$ cat config.mk
export PLATFORM = sky130hd
export DESIGN_NAME = ide_pio_timer
export DESIGN_NICKNAME = d
export VERILOG_FILES = /design/src/rtl/ide_pio_pkg.sv /design/src/rtl/ide_pio_timing.sv /design/src/rtl/ide_pio_seq.sv /design/src/rtl/ide_pio_timer.sv
export SDC_FILE = /design/constraint.sdc
export NUM_CORES = 1
export LEC_CHECK = 0
export ABC_CLOCK_PERIOD_IN_PS = 6600
export CAP_MARGIN = 10
export CORE_MARGIN = 2
export CORE_UTILIZATION = 50
export DETAILED_ROUTE_END_ITERATION = 10
export DONT_BUFFER_PORTS = 1
export GPL_ROUTABILITY_DRIVEN = 0
export PLACE_DENSITY = 0.63
export SLEW_MARGIN = 10
export SYNTH_ARGS = -nofsm -noshare
export SYNTH_HDL_FRONTEND = slang
export SYNTH_SLANG_ARGS = --single-unit
$ cat constraint.sdc
create_clock -name clk -period 6.6 [get_ports clk]
set_input_delay 0.33 -clock clk [delete_from_list [all_inputs] [get_ports clk]]
set_output_delay 0.33 -clock clk [all_outputs]
set_load 0.005 [all_outputs]
$ cat src/rtl/ide_pio_pkg.sv
package ide_pio_pkg;

  typedef enum logic [2:0] {
    ST_IDLE,
    ST_SETUP,
    ST_ACTIVE,
    ST_RECOVER,
    ST_RESP
  } pio_state_e;

  localparam int RDY_SAMPLE_NS = 35;
  localparam int RDY_MAX_LOW_NS = 1250;

  function automatic int ns_to_cyc(input int ns, input int clk_ns);
    return (ns + clk_ns - 1) / clk_ns;
  endfunction

  function automatic int max_int(input int a, input int b);
    return (a > b) ? a : b;
  endfunction

  // address valid before strobe
  function automatic int setup_ns(input int m);
    case (m)
      0: return 70;
      1: return 50;
      2: return 30;
      3: return 30;
      4: return 25;
      5: return 15;
      default: return 10;
    endcase
  endfunction

  function automatic int act16_ns(input int m);
    case (m)
      0: return 165;
      1: return 125;
      2: return 100;
      3: return 80;
      4: return 70;
      5: return 65;
      default: return 55;
    endcase
  endfunction

  // byte-wide register accesses are slower in the three oldest modes
  function automatic int act8_ns(input int m);
    return (m <= 2) ? 290 : act16_ns(m);
  endfunction

  function automatic int cycle_ns(input int m);
    case (m)
      0: return 600;
      1: return 383;
      2: return 240;
      3: return 180;
      4: return 120;
      5: return 100;
      default: return 80;
    endcase
  endfunction

  // minimum strobe-inactive time, only defined for the faster modes
  function automatic int recov_ns(input int m);
    case (m)
      3: return 70;
      4: return 25;
      5: return 25;
      6: return 20;
      default: return 0;
    endcase
  endfunction

  function automatic int whold_ns(input int m);
    case (m)
      0: return 30;
      1: return 20;
      2: return 15;
      6: return 5;
      default: return 10;
    endcase
  endfunction

endpackage

$ cat src/rtl/ide_pio_timing.sv
module ide_pio_timing
  import ide_pio_pkg::*;
#(
  parameter int CLK_NS = 8,
  parameter int CNT_W  = 8
) (
  input  logic [2:0]       mode,
  input  logic             wide,
  output logic [CNT_W-1:0] setup_cyc,
  output logic [CNT_W-1:0] act_cyc,
  output logic [CNT_W-1:0] rec_cyc,
  output logic             rdy_used
);

  localparam int NSLOT = 8;

  logic [CNT_W-1:0] setup_tbl [NSLOT];
  logic [CNT_W-1:0] a16_tbl   [NSLOT];
  logic [CNT_W-1:0] a8_tbl    [NSLOT];
  logic [CNT_W-1:0] r16_tbl   [NSLOT];
  logic [CNT_W-1:0] r8_tbl    [NSLOT];
  logic [NSLOT-1:0] rdy_tbl;

  for (genvar m = 0; m < NSLOT; m++) begin : g_mode
    localparam int MM    = (m > 6) ? 6 : m;
    localparam int SC    = ns_to_cyc(setup_ns(MM), CLK_NS);
    localparam int A16   = ns_to_cyc(act16_ns(MM), CLK_NS);
    localparam int A8    = ns_to_cyc(act8_ns(MM), CLK_NS);
    localparam int T0    = ns_to_cyc(cycle_ns(MM), CLK_NS);
    localparam int FLOOR = max_int(ns_to_cyc(recov_ns(MM), CLK_NS),
                                   max_int(ns_to_cyc(whold_ns(MM), CLK_NS), 1));
    localparam int R16   = max_int(T0 - A16, FLOOR);
    localparam int R8    = max_int(T0 - A8, FLOOR);
    assign setup_tbl[m] = CNT_W'(SC);
    assign a16_tbl[m]   = CNT_W'(A16);
    assign a8_tbl[m]    = CNT_W'(A8);
    assign r16_tbl[m]   = CNT_W'(R16);
    assign r8_tbl[m]    = CNT_W'(R8);
    assign rdy_tbl[m]   = (MM < 5);
  end

  always_comb begin
    setup_cyc = setup_tbl[mode];
    act_cyc   = wide ? a16_tbl[mode] : a8_tbl[mode];
    rec_cyc   = wide ? r16_tbl[mode] : r8_tbl[mode];
    rdy_used  = rdy_tbl[mode];
  end

endmodule

$ cat src/rtl/ide_pio_seq.sv
module ide_pio_seq
  import ide_pio_pkg::*;
#(
  parameter int CNT_W    = 8,
  parameter int WAIT_LIM = 161
) (
  input  logic             clk,
  input  logic             rst_n,
  input  logic             req_valid,
  output logic             req_ready,
  input  logic [CNT_W-1:0] setup_cyc,
  input  logic [CNT_W-1:0] act_cyc,
  input  logic [CNT_W-1:0] rec_cyc,
  input  logic             rdy_used,
  input  logic             ide_rdy,
  input  logic             rsp_ready,
  output logic             accept,
  output logic             strobe_on,
  output logic             bus_own,
  output logic             release_ev,
  output logic             timeout_ev,
  output logic             rsp_valid
);

  pio_state_e       state_q;
  logic [CNT_W-1:0] cnt_q;
  logic             min_done;
  logic             rdy_ok;
  logic             at_lim;

  assign min_done   = cnt_q >= (act_cyc - CNT_W'(1));
  assign rdy_ok     = !rdy_used || ide_rdy;
  assign at_lim     = cnt_q == CNT_W'(WAIT_LIM - 1);
  assign release_ev = (state_q == ST_ACTIVE) && min_done && (rdy_ok || at_lim);
  assign timeout_ev = release_ev && !rdy_ok;

  assign req_ready = (state_q == ST_IDLE);
  assign accept    = req_ready && req_valid;
  assign strobe_on = (state_q == ST_ACTIVE);
  assign bus_own   = (state_q == ST_SETUP) || (state_q == ST_ACTIVE) ||
                     (state_q == ST_RECOVER);
  assign rsp_valid = (state_q == ST_RESP);

  always_ff @(posedge clk) begin
    if (!rst_n) begin
      state_q <= ST_IDLE;
      cnt_q   <= '0;
    end else begin
      case (state_q)
        ST_IDLE: begin
          cnt_q <= '0;
          if (req_valid) state_q <= ST_SETUP;
        end
        ST_SETUP: begin
          if (cnt_q == setup_cyc - CNT_W'(1)) begin
            state_q <= ST_ACTIVE;
            cnt_q   <= '0;
          end else begin
            cnt_q <= cnt_q + CNT_W'(1);
          end
        end
        ST_ACTIVE: begin
          if (release_ev) begin
            state_q <= ST_RECOVER;
            cnt_q   <= '0;
          end else begin
            cnt_q <= cnt_q + CNT_W'(1);
          end
        end
        ST_RECOVER: begin
          if (cnt_q == rec_cyc - CNT_W'(1)) begin
            state_q <= ST_RESP;
            cnt_q   <= '0;
          end else begin
            cnt_q <= cnt_q + CNT_W'(1);
          end
        end
        ST_RESP: begin
          if (rsp_ready) state_q <= ST_IDLE;
        end
        default: state_q <= ST_IDLE;
      endcase
    end
  end

endmodule

$ cat src/rtl/ide_pio_timer.sv
module ide_pio_timer
  import ide_pio_pkg::*;
#(
  parameter int CLK_NS = 8,
  parameter int DATA_W = 16,
  parameter int ADDR_W = 3
) (
  input  logic              clk,
  input  logic              rst_n,
  input  logic              req_valid,
  output logic              req_ready,
  input  logic [2:0]        req_mode,
  input  logic [ADDR_W-1:0] req_addr,
  input  logic              req_ctl_sel,
  input  logic              req_write,
  input  logic              req_wide,
  input  logic [DATA_W-1:0] req_wdata,
  output logic              rsp_valid,
  input  logic              rsp_ready,
  output logic [DATA_W-1:0] rsp_rdata,
  output logic              rsp_timeout,
  output logic [ADDR_W-1:0] ide_addr,
  output logic [1:0]        ide_cs_n,
  output logic              ide_rd_n,
  output logic              ide_wr_n,
  output logic [DATA_W-1:0] ide_dout,
  output logic              ide_doe,
  input  logic [DATA_W-1:0] ide_din,
  input  logic              ide_rdy
);

  localparam int WAIT_LIM = ns_to_cyc(RDY_SAMPLE_NS + RDY_MAX_LOW_NS, CLK_NS);
  localparam int CNT_W    = $clog2(WAIT_LIM + 1);

  logic [2:0]        mode_q;
  logic [ADDR_W-1:0] addr_q;
  logic              sel_q;
  logic              wr_q;
  logic              wide_q;
  logic [DATA_W-1:0] wdata_q;
  logic [DATA_W-1:0] rdata_q;
  logic              tmo_q;

  logic [CNT_W-1:0]  setup_cyc;
  logic [CNT_W-1:0]  act_cyc;
  logic [CNT_W-1:0]  rec_cyc;
  logic              rdy_used;
  logic              accept;
  logic              strobe_on;
  logic              bus_own;
  logic              release_ev;
  logic              timeout_ev;

  ide_pio_timing #(
    .CLK_NS (CLK_NS),
    .CNT_W  (CNT_W)
  ) u_timing (
    .mode      (mode_q),
    .wide      (wide_q),
    .setup_cyc (setup_cyc),
    .act_cyc   (act_cyc),
    .rec_cyc   (rec_cyc),
    .rdy_used  (rdy_used)
  );

  ide_pio_seq #(
    .CNT_W    (CNT_W),
    .WAIT_LIM (WAIT_LIM)
  ) u_seq (
    .clk        (clk),
    .rst_n      (rst_n),
    .req_valid  (req_valid),
    .req_ready  (req_ready),
    .setup_cyc  (setup_cyc),
    .act_cyc    (act_cyc),
    .rec_cyc    (rec_cyc),
    .rdy_used   (rdy_used),
    .ide_rdy    (ide_rdy),
    .rsp_ready  (rsp_ready),
    .accept     (accept),
    .strobe_on  (strobe_on),
    .bus_own    (bus_own),
    .release_ev (release_ev),
    .timeout_ev (timeout_ev),
    .rsp_valid  (rsp_valid)
  );

  always_ff @(posedge clk) begin
    if (!rst_n) begin
      mode_q  <= '0;
      addr_q  <= '0;
      sel_q   <= 1'b0;
      wr_q    <= 1'b0;
      wide_q  <= 1'b1;
      wdata_q <= '0;
      rdata_q <= '0;
      tmo_q   <= 1'b0;
    end else begin
      if (accept) begin
        mode_q  <= req_mode;
        addr_q  <= req_addr;
        sel_q   <= req_ctl_sel;
        wr_q    <= req_write;
        wide_q  <= req_wide;
        wdata_q <= req_wdata;
      end
      if (release_ev) begin
        tmo_q <= timeout_ev;
        if (!wr_q) rdata_q <= ide_din;
      end
    end
  end

  assign ide_addr    = addr_q;
  assign ide_cs_n    = !bus_own ? 2'b11 : (sel_q ? 2'b01 : 2'b10);
  assign ide_rd_n    = !(strobe_on && !wr_q);
  assign ide_wr_n    = !(strobe_on && wr_q);
  assign ide_dout    = wdata_q;
  assign ide_doe     = bus_own && wr_q;
  assign rsp_rdata   = rdata_q;
  assign rsp_timeout = tmo_q;

endmodule

==> impl_metrics.csv, run 1 <==
group,metric,value,unit
run_status,status,"finished, final reports clean",
sta,tightestPinTransition,0.8100,ns
clocking,clockRootBuffer,"clkbuf_8",
sta,drv_slew,0,
detailed_routing,drc,0,
yosys,synth_area_leaders,"dfxtp_1 33%, nand2_1 8.1%, ha_1 7.0%",
floorplanning,die-area,7120,um2
clocking,clockBufferDepth,2,
detailed_routing,drtAntennaViolNets,0,
cells_and_area,drive_gt1_share,5.930,%
yosys,synth.lib_cells_used.distinct,58,
critical_path,worstPathMaxFanout,13,
power,switching_power,0.2341,mW
yosys,ys_ff_latch,54,
yosys,async_flop_share,0,%
clocking,insertion_delay,0.31,ns
yosys,yosysMostFrequentCell,"nand2_1",
floorplanning,std_cell_rows,29,
clocking,cts_tree,"done",
sta,rsz0062_at_grt,"false",
critical_path,cp.required,6.86,ns
power,swShare,30.76,%
critical_path,worstPathArrival,4.45,ns
yosys,ys_seq_area_share,33.46,%
clocking,cts-resized-gates,0,
sta,fmax,238.7,MHz
clocking,htreeDepth,2,
critical_path,cp-end-kind,"register",
power,combPwrFrac,21.5,%
sta,setup_tns,0,ns
place,port_buffers,0,
critical_path,crit_type,"register to register",
global_routing,overflow,0,
cells_and_area,n_antenna_cell,0,
yosys,synth_ff_type,"dfxtp_1",
clocking,numCtsBuffers,5,
cells_and_area,nets,434,
global_routing,antenna_found_initial,0,
power,leakagePower,1.223,nW
global_routing,grt_pass1_wl,11.81,mm
clocking,cts_hold_buffers,0,
floorplanning,design.core.area,6314,um2
sta,fin_crit_sh,63.47,%
global_routing,grt_pass1_vias,2466,
clocking,cts_setup_buffers,0,
yosys,postSynthAreaPerCell,8.348,um2
sta,whs,0.1080,ns
yosys,syn_area,3231,um2
yosys,synth-edff-count,0,
floorplanning,initial_core_util,51.17,%
yosys,yosys.area.top_type,"dfxtp_1",
cells_and_area,syn_to_final_growth,3.292,%
detailed_routing,wl,6.937,mm
detailed_routing,routedWlPerCell,15.48,um
sta,hold_viol,0,
yosys,syn-num-nets,451,
flow_run,max_cap_violations,0,
critical_path,worstSetupStartpointType,"register",
yosys,netlist.area_leader.share,33.46,%
global_routing,grt_max_degree,55,
place,dpl.hpwl,5.015,mm
yosys,synth_warnings,0,
yosys,postSynthCellCount,387,
yosys,ys_top_cells_by_count,"70 x nand2_1, 54 x dfxtp_1, 25 x a21boi_0",
sta,finalClockSkew,0.005493,ns
sta,final-setup-viol-count,0,
clocking,clk_pin_slew_worst_paths,0.10,ns
power,p_int,0.5268,mW
hold_path,hold_class,"input pin to register",
floorplanning,die_height,84.38,um
clocking,cts_sinks,54,
sta,slew-limit-headroom,45.87,%
detailed_routing,drt_iter0_drc,136,
detailed_routing,vias_per_cell,5.636,
sta,layout_min_cycle_time,4.189,ns
detailed_routing,drtPass1Iterations,4,
floorplanning,io_pins,89,
power,ir_worst_vdd,0.1351,mV
power,clockPowerShare,29.5,%
power,power_density,228.0,nW/um2
detailed_routing,vias,2525,
global_routing,track_usage,20.07,%
floorplanning,dieWidth,84.38,um
power,seqPwrFrac,49.0,%
==> kinds of logic after synthesis <==
logic type | count (synthesis) | synth area share [%]
AND/OR/NAND/NOR | 163 | 25.91
AO/OA/AOI/OAI | 84 | 19.25
flip-flops | 54 | 33.46
buffers and inverters | 34 | 4.454
multiplexers | 22 | 6.855
adder cells (fa/ha/maj) | 18 | 6.971
XOR/XNOR | 11 | 2.982
other | 1 | 0.1161
==> sequential cells by signal, summed over array words and instances (netlist names) <==
| signal | flops |
|---|---|
| wide_q | 1 |
| mode_q | 3 |
| ide_addr | 3 |
| rsp_timeout | 1 |
| ide_dout | 16 |
| u_seq.cnt_q | 8 |
| rsp_rdata | 16 |
| u_seq.rdy_used | 1 |
| u_seq.state_q | 3 |
| wr_q | 1 |
| sel_q | 1 |
==> power by group through the flow <==
stage / Sequential (mW) / Combinational (mW) / Clock, mW
6_report: 0.373 / 0.164 / 0.224
5_1_grt: 0.376 / 0.189 / 0.242
4_1_cts: 0.373 / 0.165 / 0.229
3_5_place_dp: 0.380 / 0.164 / 0
3_3_place_gp: 0.380 / 0.161 / 0
2_1_floorplan: 0.361 / 0.154 / 0
==> per-layer routing <==
layer / vias to the layer above / global-route usage (%) / share of wire [%]
li1: 1305 / - / -
met5: - / 0 / 0
met1: 1130 / 26.93 / 48
met2: 75 / 31.53 / 43
met3: 15 / 5.113 / 7.3
met4: 0 / 6.926 / 2.0
==> stage by stage <==
stage | cell area [um2] | std cells | power (mW) | worst slack, ns | util, %
2_1_floorplan | 3231 | 387 | 0.5151 | 3.071 | -
3_3_place_gp | 3224 | 440 | 0.5417 | 2.428 | 51.07
3_5_place_dp | 3224 | 440 | 0.5440 | 2.430 | 51.07
4_1_cts | 3337 | 448 | 0.7667 | 2.398 | 52.85
5_1_grt | 3337 | 448 | 0.8076 | 1.843 | 52.85
6_report | 3337 | 448 | 0.7609 | 2.411 | 52.85
==> cell type report <==
type | instances | area [um2]
Multi-Input combinational cell | 299 | 2006
Inverter | 9 | 33.78
Sequential cell | 54 | 1081
Tap cell | 77 | 96.34
Fill cell | 622 | 2977
Timing Repair Buffer | 1 | 7.507
Clock inverter | 3 | 43.79
Clock buffer | 5 | 68.82
==> layout by cell type, fill, tap and decap left out, types with 3 or more instances in the layout <==
cell type / instances
and2_1: 5
o21ai_0: 7
nand2_1: 70
xnor2_1: 8
a31oi_1: 3
ha_1: 18
a211oi_1: 3
a21oi_1: 13
a21boi_0: 25
o211ai_1: 6
nand3_1: 7
nand2b_1: 8
nor4_1: 3
nor2_1: 18
clkbuf_8: 5
dfxtp_1: 54
inv_1: 9
nor3_1: 6
nor2b_1: 21
mux2i_1: 21
xor2_1: 3
nor3b_1: 5
o21a_1: 3
a21o_1: 6
a211o_1: 4
==> critical path, stage by stage (launching register included) <==
cell,delay (ns)
dfxtp_1,0.59
inv_1,0.16
ha_1,0.33
nor2_1,0.29
a21oi_1,0.12
nor2_1,0.19
ha_1,0.24
nand2_1,0.08
xnor2_1,0.14
nand2_1,0.07
ha_1,0.32
and4_1,0.17
a2111oi_0,0.38
o21a_1,0.30
o21ai_0,0.12
mux2i_1,0.25
o31ai_4,0.15
a21oi_1,0.17
a21o_1,0.09
==> worst paths after layout <==
| kind | start | endpoint | slack, ns | depth (start not counted) |
|---|---|---|---|---|
| hold / removal | rst_n | wide_q | 0.11 | 1 |
| hold reg to reg | ide_dout[1] | ide_dout[1] | 0.49 | 2 |
| setup reg to reg | mode_q[0] | u_seq.cnt_q[6] | 2.41 | 18 |
| setup / recovery | mode_q[0] | u_seq.cnt_q[6] | 2.41 | 18 |
(Power assumes the default switching activity.)
==> run 2, diff against run 1 <==
- ABC_CLOCK_PERIOD_IN_PS: 6600 -> 4200
- clock period: 6.6 -> 4.2 ns (I/O delays scaled with it)
==> run 2 against run 1 <==
Against the previous run:
- clock power increased by 57%
- sequential cell count unchanged
- worst hold slack got worse by 0.070 ns
- worst setup slack got worse by 2.0 ns
- register-to-register slack got worse by 2.0 ns
- die area unchanged
- total power increased by 59%
- via count increased by 3.4%
- highest routed layer unchanged
==> impl_metrics.csv, run 2 (synthesis results as in run 1) <==
group,metric,value,unit
run_status,status,"finished, final reports clean",
detailed_routing,vias_per_cell,5.701,
sta,tightestPinTransition,0.8420,ns
floorplanning,dieWidth,84.38,um
clocking,cts_tree,"done",
floorplanning,die_height,84.38,um
power,p_int,0.8397,mW
global_routing,track_usage,19.95,%
critical_path,crit_path_frequent_cell,"ha_1",
critical_path,crit_type,"register to register",
detailed_routing,routedWlPerCell,15.30,um
cells_and_area,drive_gt1_share,8.136,%
clocking,htreeDepth,2,
critical_path,cp.required,4.45,ns
detailed_routing,drc,0,
detailed_routing,drtAntennaViolNets,0,
power,power_density,354.1,nW/um2
sta,slew-limit-headroom,43.87,%
power,leakagePower,1.273,nW
critical_path,timing.rr.start,"mode_q[0]",
sta,rsz0062_at_grt,"false",
floorplanning,die-area,7120,um2
place,port_buffers,0,
power,swShare,30.71,%
global_routing,grt_pass1_vias,2459,
floorplanning,std_cell_rows,29,
critical_path,ff2ff_path_depth,19,
floorplanning,io_pins,89,
flow_run,max_cap_violations,0,
cells_and_area,layout_common_cells,"70 x nand2_1, 54 x dfxtp_1, 25 x a21boi_0, 21 x nor2b_1, 21 x mux2i_1",
place,dpl.hpwl,5.114,mm
power,switching_power,0.3722,mW
sta,final-setup-viol-count,0,
cells_and_area,nets,444,
critical_path,r2r_slack,0.43,ns
sta,whs,0.03752,ns
critical_path,max_stage_delay,0.46,ns
sta,fin_crit_sh,89.74,%
global_routing,antenna_found_initial,0,
sta,finalClockSkew,0.008882,ns
clocking,insertion_delay,0.31,ns
cells_and_area,layoutNonFillerInstCount,458,
detailed_routing,drtPass1Iterations,4,
cells_and_area,multi_input_area,2013,um2
critical_path,cp-end-kind,"register",
power,clockPowerShare,29.0,%
sta,fmax,265.3,MHz
global_routing,overflow,0,
critical_path,crit_family,"compound AO/OA/AOI/OAI gates",
critical_path,worstPathArrival,4.02,ns
cells_and_area,syn_to_final_growth,5.926,%
cells_and_area,regArea,1081,um2
clocking,cts_sinks,54,
critical_path,worstPathMaxFanout,7,
clocking,clockRootBuffer,"clkbuf_8",
sta,drv_slew,0,
floorplanning,design.core.area,6314,um2
hold_path,holdPathEnd,"ide_addr[1]",
power,ir_worst_vdd,0.2833,mV
sta,setup_tns,0,ns
sta,layout_min_cycle_time,3.769,ns
floorplanning,initial_core_util,51.17,%
clocking,numCtsBuffers,5,
power,total_power,1.212,mW
global_routing,grt_max_degree,55,
sta,hold_viol,0,
hold_path,hold_class,"input pin to register",
hold_path,min_delay_path_depth,2,
cells_and_area,fill_cells,587,
cells_and_area,n_antenna_cell,0,
detailed_routing,drt_iter0_drc,173,
detailed_routing,wl,7.008,mm
power,combPwrFrac,23.4,%
cells_and_area,final_common_cell,"nand2_1",
critical_path,cpMaxStageDelayCell,"dfxtp_1",
global_routing,grt_pass1_wl,11.81,mm
critical_path,worstPathCellList,"inv_1 -> ha_1 -> nor2_1 -> a21oi_1 -> nor2_1 -> ha_1 -> nand2_1 -> xnor2_1 -> nand2_1 -> ha_1 -> and4_1 -> a2111oi_1 -> o21a_1 -> buf_4 -> o21ai_0 -> mux2i_1 -> o31ai_4 -> a21oi_1 -> a21o_1",
detailed_routing,vias,2611,
critical_path,rr_endpoint,"u_seq.cnt_q[6]",
place,placed_cells,449,
critical_path,critPathBufInv,2,
power,seqPwrFrac,47.6,%
critical_path,worstSetupStartpointType,"register",
clocking,clockBufferDepth,2,
hold_path,min_from,"req_addr[1]",
clocking,clk_pin_slew_worst_paths,0.10,ns
## run 2: worst max-delay path by stage
stage          startpoint             end  slack (ns)  cells after the start
6_report        mode_q[0]  u_seq.cnt_q[6]        0.43                     19
5_1_grt         mode_q[0]  u_seq.cnt_q[5]        0.03                     19
4_1_cts         mode_q[0]   rsp_rdata[11]        0.34                     17
3_5_place_dp    mode_q[0]   rsp_rdata[12]        0.35                     17
3_3_place_gp    mode_q[0]   rsp_rdata[12]        0.46                     17
2_1_floorplan   mode_q[0]  u_seq.cnt_q[3]        0.67                     19
## run 2: area by class of cell
type	instances	share of cell area, %
inverter	9	0.9872
multi-input combinational	299	58.83
clock inverter	3	1.280
timing repair buffer	11	2.486
clock buffer	5	2.011
sequential	54	31.59
tap	77	2.815
## run 2: layer usage
metal	vias up	wire (um)	part of all wire [%]	global-route usage [%]
met2	83	3143	45	30.38
met3	8	509	7.3	5.506
met4	0	95	1.4	5.916
met1	1196	3260	47	27.75
li1	1324	-	-	-
met5	-	0	0	0
## run 2: what timing repair did
action | in CTS | in global routing
endpoints found under the setup margin | 0 | 1
hold buffers | 1 | 0
endpoints found under the hold margin | 1 | 0
gates resized for setup | 0 | 2
buffers inserted | 0 | 0
## run 2: per-stage QoR
stage	setup WS, ns	utilization, %	instance area (um2)
after floorplan	0.6710	-	3231
after global placement	0.4597	52.14	3292
after detailed placement	0.3466	52.14	3292
after CTS	0.3412	54.08	3415
after global routing	0.02740	54.20	3422
final	0.4308	54.20	3422
## run 2: power groups by stage
stage	clock [mW]	sequential [mW]	combinational, mW
final	0.351	0.577	0.284
after global routing	0.379	0.582	0.324
after CTS	0.360	0.576	0.285
after detailed placement	0	0.588	0.282
after global placement	0	0.588	0.277
after floorplan	0	0.567	0.243
